==> config.mk <==
export PLATFORM = sky130hd
export DESIGN_NAME = dram_cmd_seq
export DESIGN_NICKNAME = d
export VERILOG_FILES = /design/src/rtl/dram_seq_pkg.sv /design/src/rtl/dram_gap_timer.sv /design/src/rtl/dram_bank_table.sv /design/src/rtl/dram_pin_enc.sv /design/src/rtl/dram_cmd_seq.sv
export SDC_FILE = /design/constraint.sdc
export NUM_CORES = 1
export LEC_CHECK = 0
export BUFFER_PORTS_ARGS = -buffer_cell sky130_fd_sc_hd__buf_2
export CORE_ASPECT_RATIO = 1.25
export CORE_MARGIN = 4
export CORE_UTILIZATION = 50
export DETAILED_ROUTE_END_ITERATION = 10
export PLACE_DENSITY = 0.68
export SYNTH_ARGS = -nofsm -noshare
export SYNTH_HDL_FRONTEND = slang
export SYNTH_SLANG_ARGS = --single-unit
export TNS_END_PERCENT = 30
==> constraint.sdc <==
create_clock -name clk -period 5.25 [get_ports clk]
set_clock_uncertainty 0.05 [all_clocks]
set_input_delay 0.7875 -clock clk [delete_from_list [all_inputs] [get_ports clk]]
set_output_delay 0.7875 -clock clk [all_outputs]
set_load 0.02 [all_outputs]
==> src/rtl/dram_seq_pkg.sv <==
package dram_seq_pkg;

  typedef enum logic [2:0] {
    C_DES = 3'd0,
    C_ACT = 3'd1,
    C_PRE = 3'd2,
    C_RD  = 3'd3,
    C_WR  = 3'd4
  } dcmd_e;

  localparam int ADDR_W  = 14;
  localparam int AP_BIT  = 10;
  localparam int BL_BIT  = 12;

  function automatic int max3(input int a, input int b, input int c);
    int m;
    m = (a > b) ? a : b;
    return (m > c) ? m : c;
  endfunction

  // value to preload so a counter reaches zero exactly gap clocks later
  function automatic int gap_preload(input int gap);
    return (gap > 0) ? gap - 1 : 0;
  endfunction

endpackage

==> src/rtl/dram_gap_timer.sv <==
module dram_gap_timer #(
  parameter int GAP_W = 3,
  parameter int LOAD  = 1
) (
  input  logic clk,
  input  logic rst_n,
  input  logic fire,
  output logic ready
);
  logic [GAP_W-1:0] cnt_q;

  always_ff @(posedge clk or negedge rst_n) begin
    if (!rst_n)            cnt_q <= '0;
    else if (fire)         cnt_q <= GAP_W'(LOAD);
    else if (cnt_q != '0)  cnt_q <= cnt_q - 1'b1;
  end

  assign ready = (cnt_q == '0);
endmodule

==> src/rtl/dram_bank_table.sv <==
module dram_bank_table #(
  parameter int NB       = 16,
  parameter int ROW_W    = 15,
  parameter int GAP_W    = 3,
  parameter int RCD_LOAD = 3,
  parameter int RP_LOAD  = 2,
  localparam int IW      = $clog2(NB)
) (
  input  logic             clk,
  input  logic             rst_n,
  input  logic [IW-1:0]    idx,
  input  logic             act_en,
  input  logic             close_en,
  input  logic [ROW_W-1:0] act_row,
  output logic             sel_open,
  output logic [ROW_W-1:0] sel_row,
  output logic             sel_idle
);
  logic             open_all [NB];
  logic [ROW_W-1:0] row_all  [NB];
  logic             idle_all [NB];

  for (genvar g = 0; g < NB; g++) begin : g_bank
    logic             open_q;
    logic [ROW_W-1:0] row_q;
    logic [GAP_W-1:0] wait_q;
    logic             hit_me;

    assign hit_me = (idx == IW'(g));

    always_ff @(posedge clk or negedge rst_n) begin
      if (!rst_n) begin
        open_q <= 1'b0;
        row_q  <= '0;
        wait_q <= '0;
      end else if (hit_me && act_en) begin
        open_q <= 1'b1;
        row_q  <= act_row;
        wait_q <= GAP_W'(RCD_LOAD);
      end else if (hit_me && close_en) begin
        open_q <= 1'b0;
        wait_q <= GAP_W'(RP_LOAD);
      end else if (wait_q != '0) begin
        wait_q <= wait_q - 1'b1;
      end
    end

    assign open_all[g] = open_q;
    assign row_all[g]  = row_q;
    assign idle_all[g] = (wait_q == '0);
  end

  assign sel_open = open_all[idx];
  assign sel_row  = row_all[idx];
  assign sel_idle = idle_all[idx];

  AST_OPEN_AFTER_ACT: assert property (@(posedge clk) disable iff (!rst_n)
    act_en |=> open_all[$past(idx)]);
  AST_SHUT_AFTER_CLOSE: assert property (@(posedge clk) disable iff (!rst_n)
    close_en |=> !open_all[$past(idx)]);
endmodule

==> src/rtl/dram_pin_enc.sv <==
module dram_pin_enc
  import dram_seq_pkg::*;
#(
  parameter int BG_W  = 2,
  parameter int BA_W  = 2,
  parameter int ROW_W = 15,
  parameter int COL_W = 10
) (
  input  dcmd_e             cmd,
  input  logic [BG_W-1:0]   bg,
  input  logic [BA_W-1:0]   ba,
  input  logic [ROW_W-1:0]  row,
  input  logic [COL_W-1:0]  col,
  input  logic              ap,
  input  logic              chop,
  output logic              cs_n,
  output logic              act_n,
  output logic              ras_n,
  output logic              cas_n,
  output logic              we_n,
  output logic [BG_W-1:0]   bg_o,
  output logic [BA_W-1:0]   ba_o,
  output logic [ADDR_W-1:0] addr
);
  logic [16:0]        row_x;
  logic [ADDR_W-1:0]  col_x;

  assign row_x = 17'(row);
  assign col_x = ADDR_W'(col);

  always_comb begin
    cs_n  = 1'b1; act_n = 1'b1; ras_n = 1'b1; cas_n = 1'b1; we_n = 1'b1;
    bg_o  = '0;   ba_o  = '0;   addr  = '0;
    case (cmd)
      C_ACT: begin
        cs_n = 1'b0; act_n = 1'b0;
        ras_n = row_x[16]; cas_n = row_x[15]; we_n = row_x[14];
        addr = row_x[ADDR_W-1:0];
        bg_o = bg; ba_o = ba;
      end
      C_PRE: begin
        cs_n = 1'b0; ras_n = 1'b0; we_n = 1'b0;
        bg_o = bg; ba_o = ba;
      end
      C_RD, C_WR: begin
        cs_n = 1'b0; cas_n = 1'b0;
        we_n = (cmd == C_RD);
        addr = col_x;
        addr[AP_BIT] = ap;
        addr[BL_BIT] = ~chop;
        bg_o = bg; ba_o = ba;
      end
      default: ;
    endcase
  end
endmodule

==> src/rtl/dram_cmd_seq.sv <==
module dram_cmd_seq
  import dram_seq_pkg::*;
#(
  parameter int BG_W  = 2,
  parameter int BA_W  = 2,
  parameter int ROW_W = 15,
  parameter int COL_W = 10,
  parameter int T_RCD = 4,
  parameter int T_RP  = 3,
  parameter int T_CCD = 2
) (
  input  logic             clk,
  input  logic             rst_n,
  input  logic             req_valid,
  output logic             req_ready,
  input  logic             req_write,
  input  logic [BG_W-1:0]  req_bg,
  input  logic [BA_W-1:0]  req_ba,
  input  logic [ROW_W-1:0] req_row,
  input  logic [COL_W-1:0] req_col,
  input  logic             req_close,
  input  logic             req_chop,
  output logic             dram_cs_n,
  output logic             dram_act_n,
  output logic             dram_ras_n,
  output logic             dram_cas_n,
  output logic             dram_we_n,
  output logic [BG_W-1:0]  dram_bg,
  output logic [BA_W-1:0]  dram_ba,
  output logic [13:0]      dram_addr
);
  localparam int IW    = BG_W + BA_W;
  localparam int NB    = 1 << IW;
  localparam int GAP_W = $clog2(max3(T_RCD, T_RP, T_CCD) + 1);
  localparam int SW    = GAP_W + 1;

  logic [IW-1:0]    bank_idx;
  logic             sel_open, sel_idle, ccd_ready;
  logic [ROW_W-1:0] sel_row;
  logic             is_hit, is_miss, is_closed;
  logic             issue_act, issue_pre, issue_col, close_en;
  dcmd_e            nxt_cmd;

  logic             e_cs, e_act, e_ras, e_cas, e_we;
  logic [BG_W-1:0]  e_bg;
  logic [BA_W-1:0]  e_ba;
  logic [13:0]      e_addr;

  assign bank_idx  = {req_bg, req_ba};
  assign is_hit    = req_valid && sel_open && (sel_row == req_row);
  assign is_miss   = req_valid && sel_open && (sel_row != req_row);
  assign is_closed = req_valid && !sel_open;

  assign issue_col = is_hit && sel_idle && ccd_ready;
  assign issue_pre = is_miss && sel_idle;
  assign issue_act = is_closed && sel_idle;
  assign close_en  = issue_pre || (issue_col && req_close);
  assign req_ready = issue_col;

  always_comb begin
    nxt_cmd = C_DES;
    if (issue_act)      nxt_cmd = C_ACT;
    else if (issue_pre) nxt_cmd = C_PRE;
    else if (issue_col) nxt_cmd = req_write ? C_WR : C_RD;
  end

  dram_bank_table #(
    .NB(NB), .ROW_W(ROW_W), .GAP_W(GAP_W),
    .RCD_LOAD(gap_preload(T_RCD)), .RP_LOAD(gap_preload(T_RP))
  ) u_banks (
    .clk(clk), .rst_n(rst_n), .idx(bank_idx),
    .act_en(issue_act), .close_en(close_en), .act_row(req_row),
    .sel_open(sel_open), .sel_row(sel_row), .sel_idle(sel_idle)
  );

  dram_gap_timer #(.GAP_W(GAP_W), .LOAD(gap_preload(T_CCD))) u_ccd (
    .clk(clk), .rst_n(rst_n), .fire(issue_col), .ready(ccd_ready)
  );

  dram_pin_enc #(.BG_W(BG_W), .BA_W(BA_W), .ROW_W(ROW_W), .COL_W(COL_W)) u_enc (
    .cmd(nxt_cmd), .bg(req_bg), .ba(req_ba), .row(req_row), .col(req_col),
    .ap(req_close), .chop(req_chop),
    .cs_n(e_cs), .act_n(e_act), .ras_n(e_ras), .cas_n(e_cas), .we_n(e_we),
    .bg_o(e_bg), .ba_o(e_ba), .addr(e_addr)
  );

  always_ff @(posedge clk or negedge rst_n) begin
    if (!rst_n) begin
      dram_cs_n  <= 1'b1; dram_act_n <= 1'b1; dram_ras_n <= 1'b1;
      dram_cas_n <= 1'b1; dram_we_n  <= 1'b1;
      dram_bg <= '0; dram_ba <= '0; dram_addr <= '0;
    end else begin
      dram_cs_n  <= e_cs;  dram_act_n <= e_act; dram_ras_n <= e_ras;
      dram_cas_n <= e_cas; dram_we_n  <= e_we;
      dram_bg <= e_bg; dram_ba <= e_ba; dram_addr <= e_addr;
    end
  end

  // pin-level event decode for the checks below
  logic          act_pin, pre_pin, col_pin;
  logic [SW-1:0] since_col;

  assign act_pin = !dram_cs_n && !dram_act_n;
  assign pre_pin = !dram_cs_n && dram_act_n && !dram_ras_n && dram_cas_n && !dram_we_n;
  assign col_pin = !dram_cs_n && dram_act_n && dram_ras_n && !dram_cas_n;

  always_ff @(posedge clk or negedge rst_n) begin
    if (!rst_n)              since_col <= '1;
    else if (col_pin)        since_col <= SW'(1);
    else if (since_col != '1) since_col <= since_col + 1'b1;
  end

  AST_READY_GIVES_COL: assert property (@(posedge clk) disable iff (!rst_n)
    req_ready |=> col_pin);
  AST_CCD_SPACING: assert property (@(posedge clk) disable iff (!rst_n)
    col_pin |-> (since_col >= SW'(T_CCD)));
  AST_RCD_NEXT: assert property (@(posedge clk) disable iff (!rst_n)
    ((T_RCD > 1) && act_pin) |=> !(col_pin && dram_bg == $past(dram_bg) && dram_ba == $past(dram_ba)));
  AST_PRE_NOT_COL: assert property (@(posedge clk) disable iff (!rst_n)
    pre_pin |=> !(col_pin && dram_bg == $past(dram_bg) && dram_ba == $past(dram_ba)));
endmodule

# Yosys cells after proc, flatten, opt, wreduce, memory -nomap -nowiden
# Index checks and enable logic that the tools add are counted.
dict set report word_totals {
  regBits 330
  inputBits 35
  out_inout_bits 24
  word_cells 316
}
dict set report classes {
  addsub 17
  n_lt_le_gt_ge 1
  eq_ne 21
  muxes 103
  bitwise 2
  n_reduce_logical 115
}
# operator count
set ops {}
lappend ops {{$mux W3} 54}
lappend ops {{$reduce_bool A3 Y1} 33}
lappend ops {{$bmux W15 S4} 1}
lappend ops {{$logic_not A3 Y1} 17}
lappend ops {{$sub A3 B1 Y3 const B} 17}
lappend ops {{$logic_and A1 B1 Y1} 41}
lappend ops {{$mux W1} 40}
lappend ops {{$reduce_bool A2 Y1} 17}
lappend ops {{$eq A4 B4 Y1 const B} 8}
lappend ops {{$mux W15} 2}
lappend ops {{$pmux W14 S2} 1}
lappend ops {{$eq A4 B3 Y1 const B} 4}
lappend ops {{$eq A15 B15 Y1} 1}
lappend ops {{$ne A15 B15 Y1} 1}
lappend ops {{$bmux W1 S4} 2}
lappend ops {{$eq A4 B2 Y1 const B} 2}
lappend ops {{$eq A3 B2 Y1 const B} 2}
lappend ops {{$ge A5 B5 Y1 const B} 1}
lappend ops {{$not A4 Y5} 1}
lappend ops {{$eq A4 B1 Y1 const B} 1}
lappend ops {{$logic_not A4 Y1} 1}
lappend ops {{$mux W2} 2}
lappend ops {{$reduce_or A2 Y1} 2}
lappend ops {{$reduce_or A4 Y1} 1}
lappend ops {{other kinds (7)} 7}

# Logic depth before layout (Yosys ltp)
dict set report depth {
  word_depth 14
  depth_mapped 15
  mapped_depth_nobuf 10
}

# By module
# A second synthesis with hierarchy kept.
dict set report hier_totals {
  hier_cells 1284
  hier_area_um2 15836.4
}
# module n_inst cells_each area_per_inst_um2 seq_area_each_um2
set modules_own_cells {}
lappend modules_own_cells {dram_bank_table 1 1152 14387.5 7607.3}
lappend modules_own_cells {dram_cmd_seq 1 55 815.8 581.8}
lappend modules_own_cells {dram_pin_enc 1 61 456.7 0.0}
lappend modules_own_cells {dram_gap_timer 1 16 176.4 75.1}

# Worst setup path after synthesis
# OpenSTA, ideal clock, no wires.
dict set report synth_path {
  kind {input-to-output}
  from {input req_bg[1]}
  to {output req_ready}
  arrival_time_ns 3.550
  required_ns 4.413
  path_slack_ns 0.862
  path_stages 11
  n_path_buf 4
  path_cell_list {buf_6 buf_4 buf_4 mux2i_1 a221oi_1 xor2_1 or4b_1 a2111o_1 nor3_1 buf_2 and2_1}
}
dict set report synth_between {
  elab_chain_cells 8
  elab_cells_between_ends 15
  classes_between {eq/ne: 1; mux: 9; bitwise: 1; reduce/logical: 4}
}
# item line_no
set synth_lines {}
lappend synth_lines {{start, declared} dram_cmd_seq.sv:17} ;# input logic [BG_W-1:0] req_bg,
lappend synth_lines {{$not A4 Y5 (not written as such) *} {dram_bank_table.sv:53, dram_bank_table.sv:54, dram_bank_table.sv:55}}
lappend synth_lines {{$bmux W15 S4 or $bmux W1 S4 (tied branches)} {dram_bank_table.sv:54, dram_bank_table.sv:53}}
lappend synth_lines {{$mux W15 (not written as such) or $mux W1 (tied branches) (2 in a row)} {dram_bank_table.sv:54, dram_bank_table.sv:53}}
lappend synth_lines {{$eq A15 B15 Y1 or $logic_and A1 B1 Y1 (tied branches)} dram_cmd_seq.sv:50} ;# assign is_hit = req_valid && sel_open && (sel_row == req_row);
lappend synth_lines {{$logic_and A1 B1 Y1} dram_cmd_seq.sv:50}
lappend synth_lines {{$logic_and A1 B1 Y1 * (2 in a row)} dram_cmd_seq.sv:54} ;# assign issue_col = is_hit && sel_idle && ccd_ready;
lappend synth_lines {{end, declared} dram_cmd_seq.sv:15} ;# output logic req_ready,
# Every way passes the cells marked *; elsewhere a longest branch is shown, timed or not. The select of a mux whose other input is x is not followed.

# Worst setup path after layout
dict set report layout_path {
  from {input req_ba[0]}
  to {output req_ready}
}
dict set report layout_between {
  elab_chain_cells 8
  elab_cells_between_ends 15
  classes_between {eq/ne: 1; mux: 9; bitwise: 1; reduce/logical: 4}
}
# item line_no
set layout_lines {}
lappend layout_lines {{start, declared} dram_cmd_seq.sv:18} ;# input logic [BA_W-1:0] req_ba,
lappend layout_lines {{$not A4 Y5 (not written as such) *} {dram_bank_table.sv:53, dram_bank_table.sv:54, dram_bank_table.sv:55}}
lappend layout_lines {{$bmux W15 S4 or $bmux W1 S4 (tied branches)} {dram_bank_table.sv:54, dram_bank_table.sv:53}}
lappend layout_lines {{$mux W15 (not written as such) or $mux W1 (tied branches) (2 in a row)} {dram_bank_table.sv:54, dram_bank_table.sv:53}}
lappend layout_lines {{$eq A15 B15 Y1 or $logic_and A1 B1 Y1 (tied branches)} dram_cmd_seq.sv:50}
lappend layout_lines {{$logic_and A1 B1 Y1} dram_cmd_seq.sv:50}
lappend layout_lines {{$logic_and A1 B1 Y1 * (2 in a row)} dram_cmd_seq.sv:54}
# Marks and branches as above.

==> implementation parameters <==
Parameter                              Value

Outcome
  Outcome    completed

Power and ir drop
  Power Density    between 400 and 500 nW/um2
  IR drop worst, VDD    approximately 0.26 mV
  Leak Pwr    about 0.0085 uW

Setup path
  CP Class    in2out
  Crit path largest cell delay    0.55 ns
  Launching element type of the critical path    input port
  Cell occurring most often along the worst timing path    sky130_fd_sc_hd__buf_2
  CP cell instances    buf_2 > buf_4 > mux4_2 > o22ai_1 > nor3_1 > a211oi_1 > or3b_2 > nor3_2 > and2_1 > buf_2
  CP required    4.41 ns
  Endpoint type of the worst setup path    output port
  Data arrival time of the worst path    4.02 ns
  Crit-path slowest cell    sky130_fd_sc_hd__or3b_2
  CP max FO    22

STA
  Total negative setup slack    0 ns
  Slew at the pin closest to its max-slew limit    0.999 ns
  Worst relative slew slack    roughly a third
  Final-report max-slew violation count    0
  Setup repair after global routing missed its margin    false
  Min Tclk post-route    4.86 ns
  Share of the clock period used by the worst path after layout    92.5%
  Final setup violation count    0
  Final hold viol count    0
  Fmax    0.206 GHz

CTS
  CTS tree    done
  Number of H-tree branching levels    2
  Clock slew at the register clock pins of the worst setup and hold paths    0.06 ns
  Clock latency on the worst-skew pair    roughly 0.53 ns
  Post-CTS Hold Buffers    0
  Post-CTS Repair Setup Buffers    0
  Post_cts resized    0
  CTS sink cnt    330
  CTS buffer count    35
  Maximum buffer depth of the clock tree    3
  Clock root buffer master    sky130_fd_sc_hd__clkbuf_16

Min path
  Hold WC Path Type    in2async

Detailed routing
  Topmost layer with routed signal wires    met4
  Met2 WL    around 20000 um
  Post-DRT Antenna Nets    0
  Routed metal-1 wirelength    16500 um
  Overall routed net length    39600 um
  Number of DRC markers after the initial detailed-route iteration    788
  # DRC    0
  Total number of vias    slightly below 10000
  Average routed wire per standard cell    23.9 um
  Sum of met3 wire segment lengths after detailed routing    2020 um
  Drt first pass iters    5
  Ratio of routed vias to standard cells    between 5 and 6

Cells and area
  Number of inserted filler cells in the final layout    2631
  Net total in the final layout    1292
  Highest-count cells in the layout ignoring fill and taps    sky130_fd_sc_hd__dfrtp_1 (325), sky130_fd_sc_hd__mux2_2 (269), sky130_fd_sc_hd__buf_2 (55)
  Antenna cells    0
  Relative area change from synthesis to final layout    11.5%
  Most common cell after layout, fill and taps aside    sky130_fd_sc_hd__dfrtp_1
  Final design instance area without fill    roughly 18000 um2
  Ratio of cells with drive above 1 in the final layout    38.8%

Global route
  Pin count of the biggest net entering global routing    about 130
  Antenna violations before repair    0
  Global router's overall resource usage    23.0%
  Wire length of the first global-routing pass    between 60000 and 70000 um
  Vias in the first global route    10327
  Overflow left after global routing    0

Die
  I/O pin count    59
  Floorplan row count    72
  Initial Utilization    about half
  Die outline height    approximately 210 um
  Die Span X    167 um
  Die area    34700 um2
  Core area    31200 um2

Synthesis
  Count of flip-flops with a built-in enable after synthesis    0
  Library cells used by synthesis    65
  Share of the synthesized area in the top cell type    51.2%
  Warning count from the yosys run    0
  Sequential cell area fraction in the yosys report    52.0%
  Dominant register cell in the synthesized netlist    sky130_fd_sc_hd__dfrtp_1
  Average size of a mapped cell    13.6 um2
  Cell accounting for the most synthesized area    sky130_fd_sc_hd__dfrtp_1
  Post-synthesis sequential element count    330
  Async SR Flop Fraction    100%
  Cell types with the largest area share after synthesis    sky130_fd_sc_hd__dfrtp_1 (51%), sky130_fd_sc_hd__mux2_2 (19%), sky130_fd_sc_hd__mux4_2 (6.9%)
  Synthesized area    15900 um2
  Mapped Nets    1241
  Number of standard cells after synthesis    1172

Flow run
  Max cap viols    0

Placed design
  Detail Placement HPWL    25200 um
  Placement Cell Area    between 15000 and 20000 um2
  Input/output buffers    between 50 and 60
  RePlAce Congestion    between 0.8 and 0.9
==> cell usage after synthesis (5+ instances only) <==
cell type and n:
sky130_fd_sc_hd__o22ai_1 11, sky130_fd_sc_hd__buf_4 7, sky130_fd_sc_hd__mux2_2 269, sky130_fd_sc_hd__nor3_1 8, sky130_fd_sc_hd__a2111oi_0 6, sky130_fd_sc_hd__mux4_2 49, sky130_fd_sc_hd__a21oi_1 37, sky130_fd_sc_hd__nand2b_1 10
sky130_fd_sc_hd__buf_1 7, sky130_fd_sc_hd__buf_6 9, sky130_fd_sc_hd__nor2_1 52, sky130_fd_sc_hd__xor2_1 5, sky130_fd_sc_hd__ha_1 34, sky130_fd_sc_hd__o21ai_0 7, sky130_fd_sc_hd__inv_1 45, sky130_fd_sc_hd__a22oi_1 17
sky130_fd_sc_hd__xnor2_1 24, sky130_fd_sc_hd__mux2i_1 45, sky130_fd_sc_hd__dfrtp_1 325, sky130_fd_sc_hd__a32o_1 11, sky130_fd_sc_hd__nor2b_1 21, sky130_fd_sc_hd__nand3_1 6, sky130_fd_sc_hd__nand2_1 30, sky130_fd_sc_hd__clkbuf_1 32
sky130_fd_sc_hd__a221o_1 14, sky130_fd_sc_hd__dfstp_2 5, sky130_fd_sc_hd__buf_2 29
==> through the flow <==
step	hold slack (ns)	cells	setup slack [ns]	power [uW]	utilization, %
after floorplan	0.401	1172	0.862	5260	-
after global placement	0.414	1593	0.416	5740	53.3
after detailed placement	0.426	1593	0.395	5840	53.3
after CTS	0.391	1656	0.371	8240	56.8
after global routing	0.409	1656	0.238	8670	56.8
final	0.326	1656	0.392	8180	56.8
==> layer usage <==
layer  vias up  global-route usage [%]
li1       4364                       -
met1      5199                    30.6
met2       290                    39.1
met3        79                    3.75
met4         0                    7.17
met5         -                       0
==> final cells by class <==
type | instances | area [um2] | area share (%)
inverters | 46 | 173 | 0.975
well taps | 407 | 509 | 2.87
repair buffers | 100 | 683 | 3.86
multi-input cells | 710 | 7000 | 39.5
flip-flops and latches | 330 | 8260 | 46.7
clock inverters | 7 | 41.3 | 0.233
clock buffers | 56 | 1050 | 5.91
==> state kept, by name, summed over array words and instances (netlist names) <==
signal	cells
dram_ras_n	1
dram_ba	2
u_banks.g_bank.row_q	240
u_banks.g_bank.wait_q	48
dram_act_n	1
u_banks.g_bank.open_q	16
dram_addr	14
dram_cas_n	1
dram_we_n	1
dram_bg	2
u_ccd.cnt_q	3
dram_cs_n	1
==> report_power, final <==
group          internal [uW]  total (uW)  switching [uW]
combinational           1170        2200            1030
sequential              3260        3600             344
clock                   1370        2380            1010
total                   5800        8180            2380
==> worst paths after layout <==
kind                                                                from                                 endpoint  slack, ns  cells past startpoint
worst min-delay path                                               rst_n  u_banks.g_bank[5].wait_q[2]$_DFFE_PN0P_       0.33                      1
min in group clk                 u_banks.g_bank[0].wait_q[2]$_DFFE_PN0P_  u_banks.g_bank[0].wait_q[2]$_DFFE_PN0P_       0.43                      1
worst min register to register   u_banks.g_bank[0].wait_q[2]$_DFFE_PN0P_  u_banks.g_bank[0].wait_q[2]$_DFFE_PN0P_       0.43                      1
worst max register to register  u_banks.g_bank[10].wait_q[0]$_DFFE_PN0P_   u_banks.g_bank[6].row_q[0]$_DFFE_PN0P_       1.39                     12
worst max-delay path                                           req_ba[0]                                req_ready       0.39                     10
max in group asynchronous                                          rst_n  u_banks.g_bank[2].wait_q[2]$_DFFE_PN0P_       3.66                      2
==> cells by family (layout without fill, tap and decap cells) <==
group | count (synthesis) | in the layout | share of synthesized area, %
fa+ha+maj | 34 | 34 | 2.68
simple gates | 152 | 152 | 4.72
mux | 363 | 363 | 28.8
flops | 330 | 330 | 52.0
xor+xnor | 29 | 29 | 1.60
compound gates | 132 | 132 | 6.16
buf+inv | 132 | 209 | 4.02
==> worst max-delay path, delay by kind of cell <==
kind            cells  cell delay [ns]
simple gates        4             1.13
buf+inv             3             0.99
mux                 1             0.52
compound gates      2             0.58
(Power assumes the default switching activity.)
